## config.mk

```make
export PLATFORM = sky130hd
export DESIGN_NAME = vec_elem_seq
export DESIGN_NICKNAME = d
export VERILOG_FILES = /design/src/rtl/vseq_pkg.sv /design/src/rtl/vseq_ctrl.sv /design/src/rtl/vseq_elem_state.sv /design/src/rtl/vec_elem_seq.sv
export SDC_FILE = /design/constraint.sdc
export NUM_CORES = 1
export LEC_CHECK = 0
export BUFFER_PORTS_ARGS = -buffer_cell sky130_fd_sc_hd__buf_2
export CAP_MARGIN = 20
export CELL_PAD_IN_SITES_DETAIL_PLACEMENT = 1
export CELL_PAD_IN_SITES_GLOBAL_PLACEMENT = 1
export CORE_MARGIN = 4
export CORE_UTILIZATION = 40
export DETAILED_ROUTE_END_ITERATION = 16
export PLACE_DENSITY = 0.92
export SYNTH_ARGS = -nofsm -noshare
export SYNTH_HDL_FRONTEND = slang
export SYNTH_HIERARCHICAL = 1
export SYNTH_SLANG_ARGS = --single-unit
```

## constraint.sdc

```tcl
create_clock -name clk -period 2.4 [get_ports clk]
set_input_delay 0.24 -clock clk [delete_from_list [all_inputs] [get_ports clk]]
set_output_delay 0.24 -clock clk [all_outputs]
set_load 0.005 [all_outputs]
```

## src/rtl/vseq_pkg.sv

```systemverilog
package vseq_pkg;
    typedef enum logic {
        SEQ_IDLE  = 1'b0,
        SEQ_ISSUE = 1'b1
    } seq_state_e;

    localparam int          CRF_W      = 3;
    localparam logic [2:0]  CRF_SCALAR = 3'd0;
    localparam logic [2:0]  CRF_VECTOR = 3'd6;
endpackage

```

## src/rtl/vseq_ctrl.sv

```systemverilog
module vseq_ctrl #(
    parameter int OP_W      = 6,
    parameter int REG_W     = 5,
    parameter int LEN_W     = 4,
    parameter int MAX_ELEMS = 8,
    localparam int IDX_W    = $clog2(MAX_ELEMS)
) (
    input  logic                        clk,
    input  logic                        rst_n,
    input  logic                        vec_en,
    input  logic [LEN_W-1:0]            vec_len,
    input  logic                        in_valid,
    output logic                        in_ready,
    input  logic [OP_W-1:0]             in_op,
    input  logic [REG_W-1:0]            in_rd,
    input  logic [REG_W-1:0]            in_rs1,
    input  logic [REG_W-1:0]            in_rs2,
    input  logic                        in_use_carry,
    output logic                        uop_valid,
    input  logic                        uop_ready,
    output logic [OP_W-1:0]             uop_op,
    output logic [REG_W-1:0]            uop_rd,
    output logic [REG_W-1:0]            uop_rs1,
    output logic [REG_W-1:0]            uop_rs2,
    output logic [IDX_W-1:0]            uop_idx,
    output logic                        uop_last,
    output logic                        uop_use_carry,
    output logic [vseq_pkg::CRF_W-1:0]  uop_crf
);
    import vseq_pkg::*;

    typedef struct packed {
        seq_state_e         state;
        logic [IDX_W-1:0]   idx;
        logic [IDX_W-1:0]   last_idx;
        logic               vmode;
        logic [OP_W-1:0]    op;
        logic [REG_W-1:0]   rd;
        logic [REG_W-1:0]   rs1;
        logic [REG_W-1:0]   rs2;
        logic               use_carry;
    } seq_st_t;

    seq_st_t          st_d, st_q;
    logic [IDX_W-1:0] len_m1;

    // Effective length minus one: scalar mode and zero give 0, large values clamp.
    always_comb begin
        if (!vec_en || (vec_len == '0)) begin
            len_m1 = '0;
        end else if (int'(vec_len) >= MAX_ELEMS) begin
            len_m1 = IDX_W'(MAX_ELEMS - 1);
        end else begin
            len_m1 = IDX_W'(vec_len - 1'b1);
        end
    end

    always_comb begin
        st_d = st_q;
        unique case (st_q.state)
            SEQ_IDLE: begin
                if (in_valid) begin
                    st_d.state     = SEQ_ISSUE;
                    st_d.idx       = '0;
                    st_d.last_idx  = len_m1;
                    st_d.vmode     = vec_en;
                    st_d.op        = in_op;
                    st_d.rd        = in_rd;
                    st_d.rs1       = in_rs1;
                    st_d.rs2       = in_rs2;
                    st_d.use_carry = in_use_carry;
                end
            end
            SEQ_ISSUE: begin
                if (uop_ready) begin
                    if (st_q.idx == st_q.last_idx) begin
                        st_d.state = SEQ_IDLE;
                    end else begin
                        st_d.idx = st_q.idx + 1'b1;
                    end
                end
            end
            default: st_d.state = SEQ_IDLE;
        endcase
    end

    always_ff @(posedge clk or negedge rst_n) begin
        if (!rst_n) begin
            st_q <= '0;
        end else begin
            st_q <= st_d;
        end
    end

    assign in_ready      = (st_q.state == SEQ_IDLE);
    assign uop_valid     = (st_q.state == SEQ_ISSUE);
    assign uop_op        = st_q.op;
    assign uop_rd        = st_q.rd  + REG_W'(st_q.idx);
    assign uop_rs1       = st_q.rs1 + REG_W'(st_q.idx);
    assign uop_rs2       = st_q.rs2 + REG_W'(st_q.idx);
    assign uop_idx       = st_q.idx;
    assign uop_last      = (st_q.idx == st_q.last_idx);
    assign uop_use_carry = st_q.use_carry;
    assign uop_crf       = st_q.vmode ? CRF_VECTOR : CRF_SCALAR;
endmodule

```

## src/rtl/vseq_elem_state.sv

```systemverilog
module vseq_elem_state #(
    parameter int MAX_ELEMS = 8,
    localparam int IDX_W    = $clog2(MAX_ELEMS)
) (
    input  logic                  clk,
    input  logic                  rst_n,
    input  logic                  wb_valid,
    input  logic [IDX_W-1:0]      wb_idx,
    input  logic                  wb_carry_we,
    input  logic                  wb_carry,
    input  logic                  wb_ovf,
    input  logic                  wb_sat,
    input  logic                  csr_wr_en,
    input  logic [MAX_ELEMS-1:0]  csr_wdata,
    output logic [MAX_ELEMS-1:0]  carry_vec,
    output logic [MAX_ELEMS-1:0]  ovf_vec,
    output logic [MAX_ELEMS-1:0]  sat_vec
);
    typedef struct packed {
        logic [MAX_ELEMS-1:0] carry;
        logic [MAX_ELEMS-1:0] ovf;
        logic [MAX_ELEMS-1:0] sat;
    } elem_st_t;

    elem_st_t             st_d, st_q;
    logic [MAX_ELEMS-1:0] hit;

    for (genvar g = 0; g < MAX_ELEMS; g++) begin : g_hit
        assign hit[g] = wb_valid && (wb_idx == IDX_W'(g));
    end

    always_comb begin
        st_d = st_q;
        for (int i = 0; i < MAX_ELEMS; i++) begin
            if (hit[i]) begin
                st_d.ovf[i] = wb_ovf;
                st_d.sat[i] = wb_sat;
                if (wb_carry_we) begin
                    st_d.carry[i] = wb_carry;
                end
            end
        end
        // Software restore wins over any element writeback in the same cycle.
        if (csr_wr_en) begin
            st_d.carry = csr_wdata;
        end
    end

    always_ff @(posedge clk or negedge rst_n) begin
        if (!rst_n) begin
            st_q <= '0;
        end else begin
            st_q <= st_d;
        end
    end

    assign carry_vec = st_q.carry;
    assign ovf_vec   = st_q.ovf;
    assign sat_vec   = st_q.sat;
endmodule

```

## src/rtl/vec_elem_seq.sv

```systemverilog
module vec_elem_seq #(
    parameter int OP_W      = 6,
    parameter int REG_W     = 5,
    parameter int LEN_W     = 4,
    parameter int MAX_ELEMS = 8,
    localparam int IDX_W    = $clog2(MAX_ELEMS)
) (
    input  logic                  clk,
    input  logic                  rst_n,
    input  logic                  vec_en,
    input  logic [LEN_W-1:0]      vec_len,
    input  logic                  in_valid,
    output logic                  in_ready,
    input  logic [OP_W-1:0]       in_op,
    input  logic [REG_W-1:0]      in_rd,
    input  logic [REG_W-1:0]      in_rs1,
    input  logic [REG_W-1:0]      in_rs2,
    input  logic                  in_use_carry,
    output logic                  uop_valid,
    input  logic                  uop_ready,
    output logic [OP_W-1:0]       uop_op,
    output logic [REG_W-1:0]      uop_rd,
    output logic [REG_W-1:0]      uop_rs1,
    output logic [REG_W-1:0]      uop_rs2,
    output logic [IDX_W-1:0]      uop_idx,
    output logic                  uop_last,
    output logic                  uop_use_carry,
    output logic                  uop_cin,
    output logic [2:0]            uop_crf,
    input  logic                  wb_valid,
    input  logic [IDX_W-1:0]      wb_idx,
    input  logic                  wb_carry_we,
    input  logic                  wb_carry,
    input  logic                  wb_ovf,
    input  logic                  wb_sat,
    input  logic                  csr_wr_en,
    input  logic [MAX_ELEMS-1:0]  csr_wdata,
    output logic [MAX_ELEMS-1:0]  csr_rdata,
    output logic [MAX_ELEMS-1:0]  elem_ovf,
    output logic [MAX_ELEMS-1:0]  elem_sat
);
    logic [MAX_ELEMS-1:0] carry_vec;

    vseq_ctrl #(
        .OP_W      (OP_W),
        .REG_W     (REG_W),
        .LEN_W     (LEN_W),
        .MAX_ELEMS (MAX_ELEMS)
    ) u_ctrl (
        .clk           (clk),
        .rst_n         (rst_n),
        .vec_en        (vec_en),
        .vec_len       (vec_len),
        .in_valid      (in_valid),
        .in_ready      (in_ready),
        .in_op         (in_op),
        .in_rd         (in_rd),
        .in_rs1        (in_rs1),
        .in_rs2        (in_rs2),
        .in_use_carry  (in_use_carry),
        .uop_valid     (uop_valid),
        .uop_ready     (uop_ready),
        .uop_op        (uop_op),
        .uop_rd        (uop_rd),
        .uop_rs1       (uop_rs1),
        .uop_rs2       (uop_rs2),
        .uop_idx       (uop_idx),
        .uop_last      (uop_last),
        .uop_use_carry (uop_use_carry),
        .uop_crf       (uop_crf)
    );

    vseq_elem_state #(
        .MAX_ELEMS (MAX_ELEMS)
    ) u_elem (
        .clk         (clk),
        .rst_n       (rst_n),
        .wb_valid    (wb_valid),
        .wb_idx      (wb_idx),
        .wb_carry_we (wb_carry_we),
        .wb_carry    (wb_carry),
        .wb_ovf      (wb_ovf),
        .wb_sat      (wb_sat),
        .csr_wr_en   (csr_wr_en),
        .csr_wdata   (csr_wdata),
        .carry_vec   (carry_vec),
        .ovf_vec     (elem_ovf),
        .sat_vec     (elem_sat)
    );

    assign uop_cin   = uop_use_carry & carry_vec[uop_idx];
    assign csr_rdata = carry_vec;
endmodule

```

==> flow_summary.toml <==
[detailed_routing]
wl_mm = 8.06
vias = 2419
drt_pass1_iterations = 4
wl_per_cell_um = 17.0
viasPerCell = 5.10
detail_route.wirelength.met1_mm = 3.32
top_layer_used = "met4"
ant_nets = 0
dr_wl_met2_mm = 4.23
route.detailed.drc = 0
wl_met3_um = 302
drt_iter0_markers = 104

[yosys]
ys.flop_type = "dfrtp_1"
synth_edf_count = 0
synthArstFlopShare_pct = 100
avgSynthCellArea_um2 = 10.4
syn_inst = 279
synth_nets = 341
syn-cell-area_um2 = 2900
synth-seq-cells = 54
synth_warnings = 6
synth_cell_type_count = 42
ys_seq_area_share_pct = 46.6

[cts]
clk_latency_ns = 0.30
cts-htree-levels = 2
cts-root-buf = "clkbuf_8"
cts_tree = "yes"
clkSinkCount = 54
cts_max_path_buffers = 2
clk_pin_slew_ns = 0.11
cts_buffers = 5

[timing]
min_period_ns = 2.27
fin_skew_ns = 0.00835
rsz0062_at_grt = "false"
finalHoldViolations = 0
worst_pin_slew_ns = 0.643
fin_ws_ns = 0.133
tns_ns = 0
post-route-period-util_pct = 94.4
max_freq_mhz = 441
slew_headroom_pct = 57.1
slew_viol_final = 0
final-setup-viol-count = 0

[global_route]
grt_pass1_wl_mm = 12.7
grt_pass1_vias = 2591
antenna_found_initial = 0
grt_max_degree = 40
grt.overflow.total = 0
grt_use_total_pct = 18.5

[worst_hold_path]
min_path_type = "in2reg"
hold_path.startpoint = "in_op[3]"
min_to = "u_ctrl/uop_op[3]"
hold_depth = 3

[die]
die_h_um = 93.2
start_util_pct = 42.0
die_w_um = 93.2
io_pins = 104
core_area_um2 = 6910
rows = 30
dieArea_um2 = 8680

[finish]
final_util_pct = 52.0
ff_latch_area_um2 = 1350
syn2layout_area_growth_pct = 23.9
final_cell_mix = "buf_2 (103), nand2_1 (70), dfrtp_1 (53), inv_1 (14)"
n_fill_cell = 854
multi_input_area_um2 = 1370
final_nets = 439
n_antenna_cell = 0
drive_above_1_share_pct = 35.7
mostFrequentLayoutCell = "buf_2"
post-route-cell-area_um2 = 3590

[critical_path]
endpoint_kind = "output port"
path_class = "reg2out"
r2r_cells = 4
r2r-end = "u_ctrl/st_q[9]"
arrival_ns = 2.03
cp_max_fo = 8
rrSetupSlack_ns = 0.72
r2r-start = "u_ctrl/uop_valid"
cp-start-kind = "register"
cp.required_ns = 2.16

[power_and_ir_drop]
power_density_nw_per_um2 = 1100
p_leak_nw = 1.84
vdd_ir_drop_max_mv = 0.387

[outcome]
status = "completed"

[flow_run]
timing.max_cap.violations = 0

[placed_design]
globalplace.congestion = 0.819
io_buffer_count = 102
post-place-ws_ns = 0.283
place_area_um2 = 3440
dp_hpwl_mm = 6.47
## stage by stage
step / hold WS [ns] / power [W] / cells
finish: 0.123 / 0.00396 / 474
global route: 0.116 / 0.00429 / 474
CTS: 0.113 / 0.00397 / 470
detailed placement: 0.191 / 0.00332 / 461
global placement: 0.183 / 0.00322 / 461
floorplan: -0.0556 / 0.00259 / 279
## worst max-delay path, cell delays in order (launching register included)
cell	delay [ns]
dfrtp_1	0.50
inv_1	0.17
fa_1	0.48
nor2b_1	0.11
o21ai_0	0.12
xnor2_1	0.20
buf_2	0.14
## sequential cells by signal, summed over array words and instances (netlist names)
register,count
u_ctrl/st_q,19
u_ctrl/uop_valid,1
u_ctrl/uop_op,6
u_ctrl/uop_idx,3
u_elem/ovf_vec,8
u_elem/carry_vec,8
u_ctrl/uop_use_carry,1
u_elem/sat_vec,8
## layer usage
metal  vias to the layer above  global-route usage (%)
met3                        13                    2.33
met2                        61                    34.1
li1                       1140                       -
met1                      1205                    22.1
met4                         0                    6.72
met5                         -                       0
## final cells by class
class	count	share of cell area, %
flip-flops and latches	54	37.6
clock buffers	5	1.92
inverters	14	1.46
well taps	96	3.34
clock inverters	3	1.32
repair buffers	111	16.1
multi-input cells	191	38.2
## timing repair
| item | 4_1_cts | 5_1_grt |
|---|---|---|
| resized for setup | 1 | 0 |
| endpoints found under the hold margin | 15 | 0 |
| setup buffers | 0 | 4 |
| pin swaps | 0 | 0 |
| hold buffers | 1 | 0 |
| setup endpoints to repair | 2 | 1 |
## power breakdown
group          leakage [nW]  total, W  switching, W  internal (W)
clock network        0.0591  0.000637      0.000318      0.000319
registers             0.652   0.00150      0.000279       0.00122
logic                  1.13   0.00183      0.000894      0.000932
## cell families after synthesis
logic type | Yosys count | share of synthesized area, %
multiplexers | 20 | 8.20
flip-flops | 54 | 46.6
buffers and inverters | 34 | 6.13
AND/OR/NAND/NOR | 94 | 16.1
AO/OA/AOI/OAI | 50 | 12.4
XOR/XNOR | 12 | 3.62
adder cells (fa/ha/maj) | 14 | 6.82
other | 1 | 0.129
## cells in the mapped netlist, drive strengths merged, types with 2 or more instances
master,instances,share of area (%)
xnor2,11,3.3
buf,16,3.8
a21boi,4,1.0
fa,3,2.1
a22o,2,0.60
nand4b,3,0.91
ha,11,4.7
dfrtp,54,47
a311oi,2,0.60
mux2,17,6.6
o21a,4,1.0
o22a,8,2.4
nand2,70,9.1
nor2,3,0.39
a31o,5,1.5
a21oi,5,0.86
clkbuf,4,0.52
and4bb,3,1.7
a21o,4,1.0
nand2b,3,0.65
nand3,2,0.35
nand3b,2,0.52
a31oi,2,0.43
o21ai,10,1.7
inv,14,1.8
nor2b,4,0.86
mux2i,2,0.69
## worst max path at each step
stage / cells past startpoint / end / from / slack [ns]
floorplan: 5 / uop_rs1[4] / u_ctrl/uop_idx[1] / 0.69
global placement: 7 / uop_rd[4] / u_ctrl/uop_idx[0] / 0.43
detailed placement: 7 / uop_rs1[4] / u_ctrl/uop_idx[0] / 0.28
CTS: 7 / uop_rs1[4] / u_ctrl/uop_idx[0] / 0.06
global route: 6 / uop_rs1[4] / u_ctrl/uop_idx[1] / 0.03
finish: 6 / uop_rs1[4] / u_ctrl/uop_idx[1] / 0.13
Note: power is estimated with default switching activity, not from simulation.
